File: config.mk
export PLATFORM = sky130hd
export DESIGN_NAME = adc_shared_clkgen
export DESIGN_NICKNAME = d
export VERILOG_FILES = /design/src/rtl/adc_clkgen_pkg.sv /design/src/rtl/adc_ccr_regs.sv /design/src/rtl/adc_ratio_sel.sv /design/src/rtl/adc_tick_div.sv /design/src/rtl/adc_shared_clkgen.sv
export SDC_FILE = /design/constraint.sdc
export NUM_CORES = 1
export LEC_CHECK = 0
export ABC_AREA = 1
export BUFFER_PORTS_ARGS = -buffer_cell sky130_fd_sc_hd__buf_2
export CAP_MARGIN = 10
export CORE_MARGIN = 3
export CORE_UTILIZATION = 49
export DETAILED_ROUTE_END_ITERATION = 10
export PLACE_DENSITY = 0.8
export SLEW_MARGIN = 20
export SYNTH_ARGS = -nofsm -noshare
export SYNTH_HDL_FRONTEND = slang
export SYNTH_HIERARCHICAL = 1
export SYNTH_SLANG_ARGS = --single-unit
File: constraint.sdc
create_clock -name clk -period 2.8 [get_ports clk]
set_input_delay 0.14 -clock clk [delete_from_list [all_inputs] [get_ports clk]]
set_output_delay 0.14 -clock clk [all_outputs]
set_load 0.02 [all_outputs]
File: src/rtl/adc_clkgen_pkg.sv
package adc_clkgen_pkg;

  // Field placement inside the control word
  localparam int unsigned CKM_LSB     = 16;
  localparam int unsigned CKM_W       = 2;
  localparam int unsigned PSC_LSB     = 18;
  localparam int unsigned PSC_W       = 4;
  localparam int unsigned EN_LSB      = 22;
  localparam int unsigned NUM_EN      = 3;
  localparam int unsigned ACT_PER_ADC = 6;
  localparam int unsigned RATIO_W     = 9;

  typedef enum logic [CKM_W-1:0] {
    CKM_KER  = 2'd0,
    CKM_BUS1 = 2'd1,
    CKM_BUS2 = 2'd2,
    CKM_BUS4 = 2'd3
  } ckm_e;

  // Kernel-path division ratio; reserved codes fall back to 1
  function automatic logic [RATIO_W-1:0] psc_ratio(input logic [PSC_W-1:0] code);
    logic [RATIO_W-1:0] r;
    case (code)
      4'd0:    r = 9'd1;
      4'd1:    r = 9'd2;
      4'd2:    r = 9'd4;
      4'd3:    r = 9'd6;
      4'd4:    r = 9'd8;
      4'd5:    r = 9'd10;
      4'd6:    r = 9'd12;
      4'd7:    r = 9'd16;
      4'd8:    r = 9'd32;
      4'd9:    r = 9'd64;
      4'd10:   r = 9'd128;
      4'd11:   r = 9'd256;
      default: r = 9'd1;
    endcase
    return r;
  endfunction

endpackage

File: src/rtl/adc_ccr_regs.sv
module adc_ccr_regs
  import adc_clkgen_pkg::*;
#(
  parameter int unsigned NUM_ADC  = 2,
  parameter int unsigned ADDR_W   = 8,
  parameter int unsigned DATA_W   = 32,
  parameter int unsigned CCR_ADDR = 8
) (
  input  logic                           clk,
  input  logic                           rst,
  input  logic                           wr,
  input  logic [ADDR_W-1:0]              addr,
  input  logic [DATA_W-1:0]              wdata,
  input  logic [NUM_ADC*ACT_PER_ADC-1:0] act,
  output ckm_e                           ckm,
  output logic [PSC_W-1:0]               psc,
  output logic [NUM_EN-1:0]              chan_en
);

  logic [NUM_ADC-1:0] adc_busy;
  logic               any_busy;
  logic               hit;

  // One activity reduction per converter
  for (genvar g = 0; g < NUM_ADC; g++) begin : g_busy
    assign adc_busy[g] = |act[g*ACT_PER_ADC +: ACT_PER_ADC];
  end

  assign any_busy = |adc_busy;
  assign hit      = wr && (addr == ADDR_W'(CCR_ADDR));

  always_ff @(posedge clk) begin
    if (rst) begin
      ckm     <= CKM_KER;
      psc     <= '0;
      chan_en <= '0;
    end else if (hit) begin
      chan_en <= wdata[EN_LSB +: NUM_EN];
      if (!any_busy) begin
        ckm <= ckm_e'(wdata[CKM_LSB +: CKM_W]);
        psc <= wdata[PSC_LSB +: PSC_W];
      end
    end
  end

endmodule

File: src/rtl/adc_ratio_sel.sv
module adc_ratio_sel
  import adc_clkgen_pkg::*;
#(
  parameter int unsigned CNT_W = 8
) (
  input  ckm_e             ckm,
  input  logic [PSC_W-1:0] psc,
  input  logic             ker_tick,
  output logic [CNT_W-1:0] ratio_m1,
  output logic             src_tick
);

  logic [RATIO_W-1:0] ratio;
  logic [CKM_W-1:0]   mcode;

  assign mcode = ckm;

  always_comb begin
    if (ckm == CKM_KER) begin
      ratio    = psc_ratio(psc);
      src_tick = ker_tick;
    end else begin
      ratio    = RATIO_W'(1) << (mcode - 2'd1);
      src_tick = 1'b1;
    end
    ratio_m1 = CNT_W'(ratio - RATIO_W'(1));
  end

endmodule

File: src/rtl/adc_tick_div.sv
module adc_tick_div #(
  parameter int unsigned CNT_W = 8,
  parameter int unsigned KEY_W = 10
) (
  input  logic             clk,
  input  logic             rst,
  input  logic             src_tick,
  input  logic [CNT_W-1:0] ratio_m1,
  input  logic [KEY_W-1:0] cfg_key,
  output logic             ce
);

  logic [CNT_W-1:0] cnt;
  logic [KEY_W-1:0] key_q;
  logic             restart;
  logic             wrap;

  assign restart = (cfg_key != key_q);
  assign wrap    = (cnt == ratio_m1);

  always_ff @(posedge clk) begin
    if (rst) begin
      cnt   <= '0;
      key_q <= '0;
      ce    <= 1'b0;
    end else begin
      key_q <= cfg_key;
      ce    <= !restart && src_tick && wrap;
      if (restart)
        cnt <= '0;
      else if (src_tick)
        cnt <= wrap ? '0 : cnt + CNT_W'(1);
    end
  end

endmodule

File: src/rtl/adc_shared_clkgen.sv
module adc_shared_clkgen
  import adc_clkgen_pkg::*;
#(
  parameter int unsigned NUM_ADC   = 2,
  parameter int unsigned ADDR_W    = 8,
  parameter int unsigned DATA_W    = 32,
  parameter int unsigned CCR_ADDR  = 8,
  parameter int unsigned MAX_RATIO = 256
) (
  input  logic                           clk,
  input  logic                           rst,
  input  logic                           ker_tick,
  input  logic [NUM_ADC*ACT_PER_ADC-1:0] act_bits,
  input  logic                           reg_wr,
  input  logic [ADDR_W-1:0]              reg_addr,
  input  logic [DATA_W-1:0]              reg_wdata,
  output logic [DATA_W-1:0]              reg_rdata,
  output logic                           conv_ce
);

  localparam int unsigned CNT_W = $clog2(MAX_RATIO);
  localparam int unsigned KEY_W = CKM_W + CNT_W;

  ckm_e              ckm;
  logic [PSC_W-1:0]  psc;
  logic [NUM_EN-1:0] chan_en;
  logic [CNT_W-1:0]  ratio_m1;
  logic              src_tick;
  logic [DATA_W-1:0] ccr_word;

  adc_ccr_regs #(
    .NUM_ADC (NUM_ADC),
    .ADDR_W  (ADDR_W),
    .DATA_W  (DATA_W),
    .CCR_ADDR(CCR_ADDR)
  ) u_regs (
    .clk    (clk),
    .rst    (rst),
    .wr     (reg_wr),
    .addr   (reg_addr),
    .wdata  (reg_wdata),
    .act    (act_bits),
    .ckm    (ckm),
    .psc    (psc),
    .chan_en(chan_en)
  );

  adc_ratio_sel #(
    .CNT_W(CNT_W)
  ) u_sel (
    .ckm     (ckm),
    .psc     (psc),
    .ker_tick(ker_tick),
    .ratio_m1(ratio_m1),
    .src_tick(src_tick)
  );

  adc_tick_div #(
    .CNT_W(CNT_W),
    .KEY_W(KEY_W)
  ) u_div (
    .clk     (clk),
    .rst     (rst),
    .src_tick(src_tick),
    .ratio_m1(ratio_m1),
    .cfg_key ({ckm, ratio_m1}),
    .ce      (conv_ce)
  );

  always_comb begin
    ccr_word                      = '0;
    ccr_word[CKM_LSB +: CKM_W]    = ckm;
    ccr_word[PSC_LSB +: PSC_W]    = psc;
    ccr_word[EN_LSB  +: NUM_EN]   = chan_en;
  end

  always_ff @(posedge clk) begin
    if (rst)
      reg_rdata <= '0;
    else
      reg_rdata <= (reg_addr == ADDR_W'(CCR_ADDR)) ? ccr_word : '0;
  end

endmodule

==> results of run 1 <==
## cell usage in the layout (no fill, tap or decap), drive strengths merged, types with 2 or more instances in the layout
cell type  instances
nand2             70
dfxtp             37
a21oi              2
nor2              69
inv               76
nand4             10
nand3             20
ha                 2
nor3              15
buf               43
xor2               8
o21ai              6
conb              23
clkbuf             5
xnor2              4
## routing by layer
metal / track usage [%] / part of all wire (%)
met1: 18.9 / 44
met2: 30.2 / 51
met3: 5.15 / 4.2
met4: 5.83 / 0.51
met5: 0 / 0
## Yosys cell counts, types with 3 or more instances
cell	number
sky130_fd_sc_hd__xnor2_1	4
sky130_fd_sc_hd__nor2_1	56
sky130_fd_sc_hd__nor2_2	10
sky130_fd_sc_hd__nor2_4	3
sky130_fd_sc_hd__nand4_1	8
sky130_fd_sc_hd__inv_2	3
sky130_fd_sc_hd__o21ai_0	4
sky130_fd_sc_hd__buf_4	24
sky130_fd_sc_hd__xor2_1	8
sky130_fd_sc_hd__nand2_2	4
sky130_fd_sc_hd__nor3_1	3
sky130_fd_sc_hd__nand2_1	65
sky130_fd_sc_hd__nand3_1	18
sky130_fd_sc_hd__nor3_2	11
sky130_fd_sc_hd__inv_1	73
sky130_fd_sc_hd__dfxtp_1	37
## worst min-delay path, delay by kind of cell
kind | cells | cell delay [ps]
AND/OR/NAND/NOR | 2 | 110
buffers and inverters | 1 | 80
## power by group through the flow
stage | clock network, mW | logic (mW) | registers, mW
finish | 0.459 | 0.0978 | 0.531
floorplan | 0 | 0.0887 | 0.544
global route | 0.497 | 0.109 | 0.532
CTS | 0.474 | 0.0976 | 0.531
detailed placement | 0 | 0.0974 | 0.543
global placement | 0 | 0.0958 | 0.543
## metrics by stage
step,hold WS (ps),instances,utilization [%],power [mW],instance area (sq um)
finish,80.7,449,58.6,1.09,2640
global route,90.7,449,58.6,1.14,2640
CTS,74.3,449,58.6,1.10,2640
detailed placement,377,441,56.1,0.641,2520
global placement,368,441,56.1,0.639,2520
floorplan,275,372,-,0.633,2440
## how the worst max path moves through the flow
stage	end	slack, ps	depth (start not counted)
after floorplan	u_div/cnt[0]$_SDFFE_PP0P_	830	15
after global placement	u_div/cnt[3]$_SDFFE_PP0P_	580	15
after detailed placement	u_div/cnt[1]$_SDFFE_PP0P_	510	13
after CTS	u_div/cnt[1]$_SDFFE_PP0P_	490	15
after global routing	u_div/cnt[1]$_SDFFE_PP0P_	190	15
final	u_div/cnt[1]$_SDFFE_PP0P_	500	13
## cells by family after synthesis
| logic type | after synthesis | synth area share, % |
|---|---|---|
| AND/OR/NAND/NOR | 185 | 39.7 |
| buffers and inverters | 102 | 20.4 |
| flip-flops | 37 | 31.5 |
| XOR/XNOR | 12 | 4.46 |
| AO/OA/AOI/OAI | 10 | 2.34 |
| adder cells (fa/ha/maj) | 2 | 1.06 |
| other | 1 | 0.159 |
| multiplexers | 1 | 0.425 |
## area by class of cell
cell class / instances / area (sq um)
inverters: 76 / 285
repair buffers: 43 / 218
clock buffers: 5 / 68.8
fillers: 449 / 1860
clock inverters: 3 / 46.3
well taps: 52 / 65.1
flip-flops and latches: 37 / 741
multi-input cells: 233 / 1220
## flip-flops by register name, summed over array words and instances, names as in the netlist
register and flops:
u_regs/psc 4, u_regs/chan_en 3, u_div/ce 1, u_regs/ckm 2, reg_rdata 9, u_div/key_q 10, u_div/cnt 8
==> impl_metrics.sql, run 1 <==
INSERT INTO impl_metrics (metric_group, metric, value, unit) VALUES
('detailed_routing', 'routed_wire_length_per_instance', '9.58', 'um'),
('cts', 'cts_buffers', '5', ''),
('cts', 'clock-root-buffer', 'sky130_fd_sc_hd__clkbuf_8', ''),
('final_layout', 'area_delta_synth_final', '12.1', '%'),
('power', 'combinationalPowerShare', '9.0', '%'),
('floorplan', 'io_pins', '89', ''),
('placed_design', 'gpl.final_weighted_congestion', '0.809', ''),
('setup_path', 'timing.critical_path.cells', 'a21oi_1 -> nand2_1 -> nand2_2 -> ha_1 -> inv_1 -> nor2_1 -> o21ai_1 -> xnor2_1 -> nand2_1 -> nor2_1 -> nand3_1 -> nand2_2 -> nor2_1', ''),
('global_routing', 'grt_start_max_net_pins', '14', ''),
('job', 'max_cap_viol_count', '0', ''),
('yosys', 'yosysSeqAreaShare', '31.5', '%'),
('floorplan', 'die-height', '75.3', 'um'),
('setup_path', 'regToRegEndpoint', 'u_div/cnt[1]$_SDFFE_PP0P_', ''),
('timing', 'rsz0062_at_grt', 'false', ''),
('setup_path', 'reg2reg_setup_slack', '500', 'ps'),
('detailed_routing', 'post-route-drc-count', '0', ''),
('global_routing', 'grt_antenna_before_repair', '0', ''),
('setup_path', 'crit_required', '2980', 'ps'),
('setup_path', 'critical_path_arrival', '2480', 'ps'),
('yosys', 'synthDominantAreaCellType', 'sky130_fd_sc_hd__dfxtp_1', ''),
('detailed_routing', 'drt_iter0_drc', '62', ''),
('cts', 'cts-resized-gates', '0', ''),
('setup_path', 'path_max_fanout', '10', ''),
('power', 'part_of_the_total_power_dissipated_in_the_clock_network', '42.2', '%'),
('cts', 'tritoncts_num_sinks', '37', ''),
('timing', 'final_min_period_over_clock_period', '82.3', '%'),
('cts', 'path_clk_slew', '70', 'ps'),
('setup_path', 'worst_setup_path_start_kind', 'flop', ''),
('final_layout', 'num-nets-final', '454', ''),
('yosys', 'synth-edff-count', '0', ''),
('run_status', 'run_status', 'completed', ''),
('min_path', 'worst_hold_path_type', 'input pin to flop', ''),
('setup_path', 'critical_path_buf_inv_count', '1', ''),
('setup_path', 'timing.critical_path.slowest_cell_delay', '510', 'ps'),
('placed_design', 'placement.io_buffers', '42', ''),
('floorplan', 'die-width', '75.3', 'um'),
('floorplan', 'die_area', '0.00567', 'sq mm'),
('global_routing', 'first_global_vias', '1873', ''),
('placed_design', 'hpwlAfterDp', '3470', 'um'),
('min_path', 'timing.hold.worst_endpoint', 'u_regs/chan_en[2]$_SDFFE_PP0P_', ''),
('timing', 'setup_total_negative_slack', '0', 'ps'),
('timing', 'finalSetupViolations', '0', ''),
('detailed_routing', 'route.antenna.remaining_nets', '0', ''),
('yosys', 'synth_cell_type_count', '30', ''),
('power', 'max-vdd-ir-drop', '0.209', 'mV'),
('cts', 'cts.hold.buffers_added', '0', ''),
('yosys', 'yosys_reg_bits', '37', ''),
('setup_path', 'timing.critical_path.from', 'u_regs/psc[2]$_SDFFE_PP0P_', ''),
('setup_path', 'timing.critical_path.slowest_stage_cell', 'sky130_fd_sc_hd__dfxtp_1', ''),
('yosys', 'post-synth-top-area-fraction', '31.5', '%'),
('timing', 'fmax', '434', 'MHz'),
('yosys', 'postSynthAreaPerCell', '6.73', 'sq um'),
('yosys', 'synth_top_flop_cell', 'sky130_fd_sc_hd__dfxtp_1', ''),
('floorplan', 'placementRows', '24', ''),
('setup_path', 'worst_r2r_path_depth', '13', ''),
('floorplan', 'start_util', '52.3', '%'),
('timing', 'timing.final.max_slew_violations', '0', ''),
('global_routing', 'gr-usage-all-layers', '16.9', '%'),
('yosys', 'syn-cell-area', '0.00235', 'sq mm'),
('timing', 'layout_min_cycle_time', '2300', 'ps'),
('power', 'power_per_cell_area', '412', 'mW/mm^2'),
('yosys', 'yosysWarnings', '6', ''),
('final_layout', 'post_route_cells_drive_above_1_share', '22.7', '%'),
('cts', 'clock_tree_from_tritoncts', 'built', ''),
('timing', 'timing.final.hold_violations', '0', ''),
('yosys', 'synth_cells', '350', ''),
('power', 'internal_power', '825', 'uW'),
('setup_path', 'rr_startpoint', 'u_regs/psc[2]$_SDFFE_PP0P_', ''),
('power', 'switching_power_summed_over_all_nets', '263', 'uW'),
('cts', 'post-cts-setup-buffers', '0', ''),
('global_routing', 'globalRouteOverflowTotal', '0', '');
Note: power is estimated with default switching activity, not from simulation.
==> inputs of run 2 (changes only) <==
--- a/config.mk
+++ b/config.mk
@@ -5,13 +5,13 @@
 export SDC_FILE = /design/constraint.sdc
 export NUM_CORES = 1
 export LEC_CHECK = 0
-export ABC_AREA = 1
+export ABC_AREA = 0
 export BUFFER_PORTS_ARGS = -buffer_cell sky130_fd_sc_hd__buf_2
 export CAP_MARGIN = 10
 export CORE_MARGIN = 3
-export CORE_UTILIZATION = 49
+export CORE_UTILIZATION = 47
 export DETAILED_ROUTE_END_ITERATION = 10
-export PLACE_DENSITY = 0.8
+export PLACE_DENSITY = 0.79
 export SLEW_MARGIN = 20
 export SYNTH_ARGS = -nofsm -noshare
 export SYNTH_HDL_FRONTEND = slang
==> constraint.sdc (replaced) <==
create_clock -name clk -period 2.4 [get_ports clk]
set_input_delay 0.12 -clock clk [delete_from_list [all_inputs] [get_ports clk]]
set_output_delay 0.12 -clock clk [all_outputs]
set_load 0.02 [all_outputs]
==> run 2 against run 1 <==
Clock skew about the same. Sequential cell count did not move. Design area is 6.9% lower. Hold slack worse by 16 ps. Sequential power up 16%. Clock power increased by 38%. Power rose by 25%. Utilization rose by 1.1 points. Worst setup slack worse by 360 ps. First-iteration DRC count decreased by 24%. Fmax is 1.7% higher. Synthesized cell count is 36% lower.
==> impl_metrics.sql, run 2 <==
INSERT INTO impl_metrics (metric_group, metric, value, unit) VALUES
('run_status', 'run_status', 'completed', ''),
('cts', 'clock_tree_from_tritoncts', 'built', ''),
('yosys', 'synth_top_flop_cell', 'sky130_fd_sc_hd__dfxtp_1', ''),
('floorplan', 'die-width', '72.4', 'um'),
('yosys', 'synthDominantAreaCellType', 'sky130_fd_sc_hd__dfxtp_1', ''),
('detailed_routing', 'routed_wire_length_per_instance', '12.0', 'um'),
('timing', 'worst_slew_margin_rel', '64.8', '%'),
('setup_path', 'worst_setup_path_end_kind', 'flop', ''),
('timing', 'timing.final.max_slew_violations', '0', ''),
('power', 'max-vdd-ir-drop', '0.305', 'mV'),
('setup_path', 'timing.critical_path.cells', 'nor2_2 -> nand2_1 -> a21o_1 -> ha_2 -> and3_1 -> o21ai_2 -> xnor2_1 -> nand4_1 -> nor3_4 -> nor3_1', ''),
('detailed_routing', 'routed.top_layer', 'met4', ''),
('global_routing', 'grt_antenna_before_repair', '0', ''),
('timing', 'finClkSkew', '4.12', 'ps'),
('timing', 'fmax', '441', 'MHz'),
('final_layout', 'layout.cells.most_common', 'sky130_fd_sc_hd__buf_2', ''),
('power', 'cellLeakagePower', '1.12', 'nW'),
('detailed_routing', 'drt-met1-wl', '1630', 'um'),
('placed_design', 'gpl.final_weighted_congestion', '0.819', ''),
('timing', 'timing.final.hold_violations', '0', ''),
('setup_path', 'worst_setup_path_start_kind', 'flop', ''),
('yosys', 'postSynthAreaPerCell', '9.25', 'sq um'),
('final_layout', 'regMostFlops', 'u_div/key_q', ''),
('detailed_routing', 'vias', '1584', ''),
('setup_path', 'critical_path_arrival', '2430', 'ps'),
('final_layout', 'number_of_flip_flops_under_the_largest_register_name', '10', ''),
('setup_path', 'reg2reg_setup_slack', '130', 'ps'),
('cts', 'clock-root-buffer', 'sky130_fd_sc_hd__clkbuf_8', ''),
('yosys', 'adder_cell_share_of_the_synthesized_area', '1.21', '%'),
('detailed_routing', 'route.antenna.remaining_nets', '0', ''),
('timing', 'final_min_period_over_clock_period', '94.5', '%'),
('floorplan', 'coreArea', '0.00412', 'sq mm'),
('job', 'max_cap_viol_count', '0', ''),
('yosys', 'synth_cell_type_count', '41', ''),
('timing', 'rsz0062_at_grt', 'true', ''),
('cts', 'path_clk_slew', '70', 'ps'),
('detailed_routing', 'wl_met2', '2020', 'um'),
('placed_design', 'dp_slack', '32.8', 'ps'),
('cts', 'tritoncts_num_sinks', '37', ''),
('setup_path', 'timing.critical_path.slowest_stage_cell', 'sky130_fd_sc_hd__nor3_4', ''),
('yosys', 'fraction_of_synthesis_flops_using_an_asynchronous_set_or_reset_pin', '0', '%'),
('global_routing', 'gr-usage-all-layers', '15.6', '%'),
('placed_design', 'hpwlAfterDp', '2970', 'um'),
('detailed_routing', 'drt-pass1-iter-count', '4', ''),
('yosys', 'synth_most_common_cell', 'sky130_fd_sc_hd__dfxtp_1', ''),
('yosys', 'synth_top_family_by_area', 'simple AND/OR/NAND/NOR gates', ''),
('yosys', 'yosys-top-cells-count', '37 x sky130_fd_sc_hd__dfxtp_1, 23 x sky130_fd_sc_hd__buf_4, 14 x sky130_fd_sc_hd__xor2_1', ''),
('min_path', 'worst_hold_path_type', 'input pin to flop', ''),
('yosys', 'synth-edff-count', '0', ''),
('yosys', 'yosys_reg_bits', '37', ''),
('final_layout', 'area_delta_synth_final', '18.6', '%'),
('final_layout', 'antenna_cells_inserted', '0', ''),
('cts', 'cts.hold.buffers_added', '0', ''),
('placed_design', 'post_dp_cell_area', '0.00229', 'sq mm'),
('timing', 'final.setup.worst_slack', '133', 'ps'),
('detailed_routing', 'drt_iter0_drc', '47', ''),
('floorplan', 'start_util', '50.3', '%'),
('yosys', 'post-synth-top-area-fraction', '35.7', '%'),
('final_layout', 'post_route_cells_drive_above_1_share', '32.5', '%'),
('yosys', 'yosysWarnings', '6', ''),
('yosys', 'synth_simple_gate_area_share', '32.4', '%'),
('cts', 'clock_latency', '280', 'ps'),
('yosys', 'yosysSeqAreaShare', '35.7', '%'),
('detailed_routing', 'wl_met3', '217', 'um'),
('global_routing', 'first_global_vias', '1547', ''),
('setup_path', 'path_max_fanout', '8', ''),
('global_routing', 'globalRouteOverflowTotal', '0', ''),
('placed_design', 'placement.io_buffers', '42', ''),
('power', 'design_power_total', '1.36', 'mW'),
('global_routing', 'grt_start_max_net_pins', '22', ''),
('timing', 'layout_min_cycle_time', '2270', 'ps'),
('yosys', 'synth_cells', '224', ''),
('yosys', 'syn-cell-area', '0.00207', 'sq mm'),
('floorplan', 'placementRows', '23', ''),
('yosys', 'synthMuxAreaShare', '2.42', '%'),
('floorplan', 'io_pins', '89', ''),
('final_layout', 'num-nets-final', '334', ''),
('yosys', 'synth-compound-area-share', '5.07', '%'),
('cts', 'cts_buffers', '5', ''),
('yosys', 'synthXorXnorAreaFrac', '11.0', '%'),
('final_layout', 'leading_registers_by_flop_count', 'u_div/key_q (10), reg_rdata (9), u_div/cnt (8)', ''),
('yosys', 'synth_top_cells_by_area', 'sky130_fd_sc_hd__dfxtp_1 36%, sky130_fd_sc_hd__buf_4 8.3%, sky130_fd_sc_hd__nor4_2 6.0%', ''),
('floorplan', 'die_area', '0.00524', 'sq mm'),
('global_routing', 'first_pass_grt_wire_length', '6530', 'um'),
('detailed_routing', 'post-route-drc-count', '0', ''),
('cts', 'cts.htree.levels', '2', ''),
('detailed_routing', 'routed_wirelength', '3940', 'um'),
('detailed_routing', 'avgViaCountPerCell', '4.84', ''),
('setup_path', 'crit_required', '2560', 'ps'),
('final_layout', 'post_layout_instance_area', '0.00246', 'sq mm'),
('power', 'power_per_cell_area', '555', 'mW/mm^2'),
('cts', 'clock_tree_buf_depth', '2', ''),
('setup_path', 'timing.critical_path.slowest_cell_delay', '380', 'ps'),
('final_layout', 'mostFrequentLayoutCells', '42 x sky130_fd_sc_hd__buf_2, 34 x sky130_fd_sc_hd__dfxtp_1, 23 x sky130_fd_sc_hd__conb_1', ''),
('floorplan', 'die-height', '72.4', 'um'),
('final_layout', 'fill_cells', '361', ''),
('timing', 'finalSetupViolations', '0', ''),
('setup_path', 'critical_path_class', 'flop to flop', ''),
('timing', 'worstMarginPinSlew', '528', 'ps');
[run 2: stage by stage]
step	TNS (ps)	hold slack [ps]	instances	utilization, %
finish	0	64.7	327	59.7
global route	-154	78.8	327	59.7
floorplan	0	264	246	-
global placement	0	353	318	55.7
CTS	0	57.0	326	58.9
detailed placement	0	359	318	55.7
[run 2: kinds of logic (layout without fill, tap and decap cells)]
family | Yosys count | count (layout)
simple gates | 95 | 95
compound gates | 19 | 19
other cells | 1 | 23
buf+inv | 39 | 70
mux | 5 | 5
xor+xnor | 26 | 26
fa+ha+maj | 2 | 2
flops | 37 | 37
[run 2: path summary, 6_finish.rpt]
check                                   end  cells after the start                      startpoint
max               u_div/cnt[4]$_SDFFE_PP0P_                     10      u_regs/psc[1]$_SDFFE_PP0P_
min          u_regs/chan_en[2]$_SDFFE_PP0P_                      3                   reg_wdata[24]
max reg2reg       u_div/cnt[4]$_SDFFE_PP0P_                     10      u_regs/psc[1]$_SDFFE_PP0P_
min reg2reg        reg_rdata[22]$_SDFF_PP0_                      2  u_regs/chan_en[0]$_SDFFE_PP0P_
[run 2: timing repair]
action / 4_1_cts / 5_1_grt
setup buffers: 0 / 1
endpoints found under the setup margin: 0 / 9
gates resized for setup: 0 / 9
[run 2: final cells by class]
class | instances | area, sq um | share of cell area, %
inverter | 8 | 30.0 | 1.22
multi-input combinational | 170 | 1180 | 48.2
clock buffer | 5 | 68.8 | 2.80
tap | 50 | 62.6 | 2.55
clock inverter | 3 | 65.1 | 2.65
timing repair buffer | 54 | 300 | 12.2
sequential | 37 | 747 | 30.4
[run 2: metal layers]
layer | vias up | GRT usage [%]
met2 | 48 | 27.1
met1 | 710 | 18.2
li1 | 817 | -
met3 | 9 | 4.29
met5 | - | 0
met4 | 0 | 5.74
[run 2: critical path: cells and delay by family (launching register included)]
| family | cells | cell delay (ps) |
|---|---|---|
| and+or+nand+nor | 6 | 1050 |
| DFF | 1 | 340 |
| AOI/OAI and AO/OA | 2 | 400 |
| adders and majority gates | 1 | 220 |
| xor gates and xnor gates | 1 | 140 |
[run 2: where the power goes]
group          switching, mW  internal [mW]  total, mW  leakage, nW
sequential           0.00325          0.615      0.618        0.300
combinational         0.0734         0.0373      0.111        0.753
clock                  0.222          0.413      0.635       0.0681
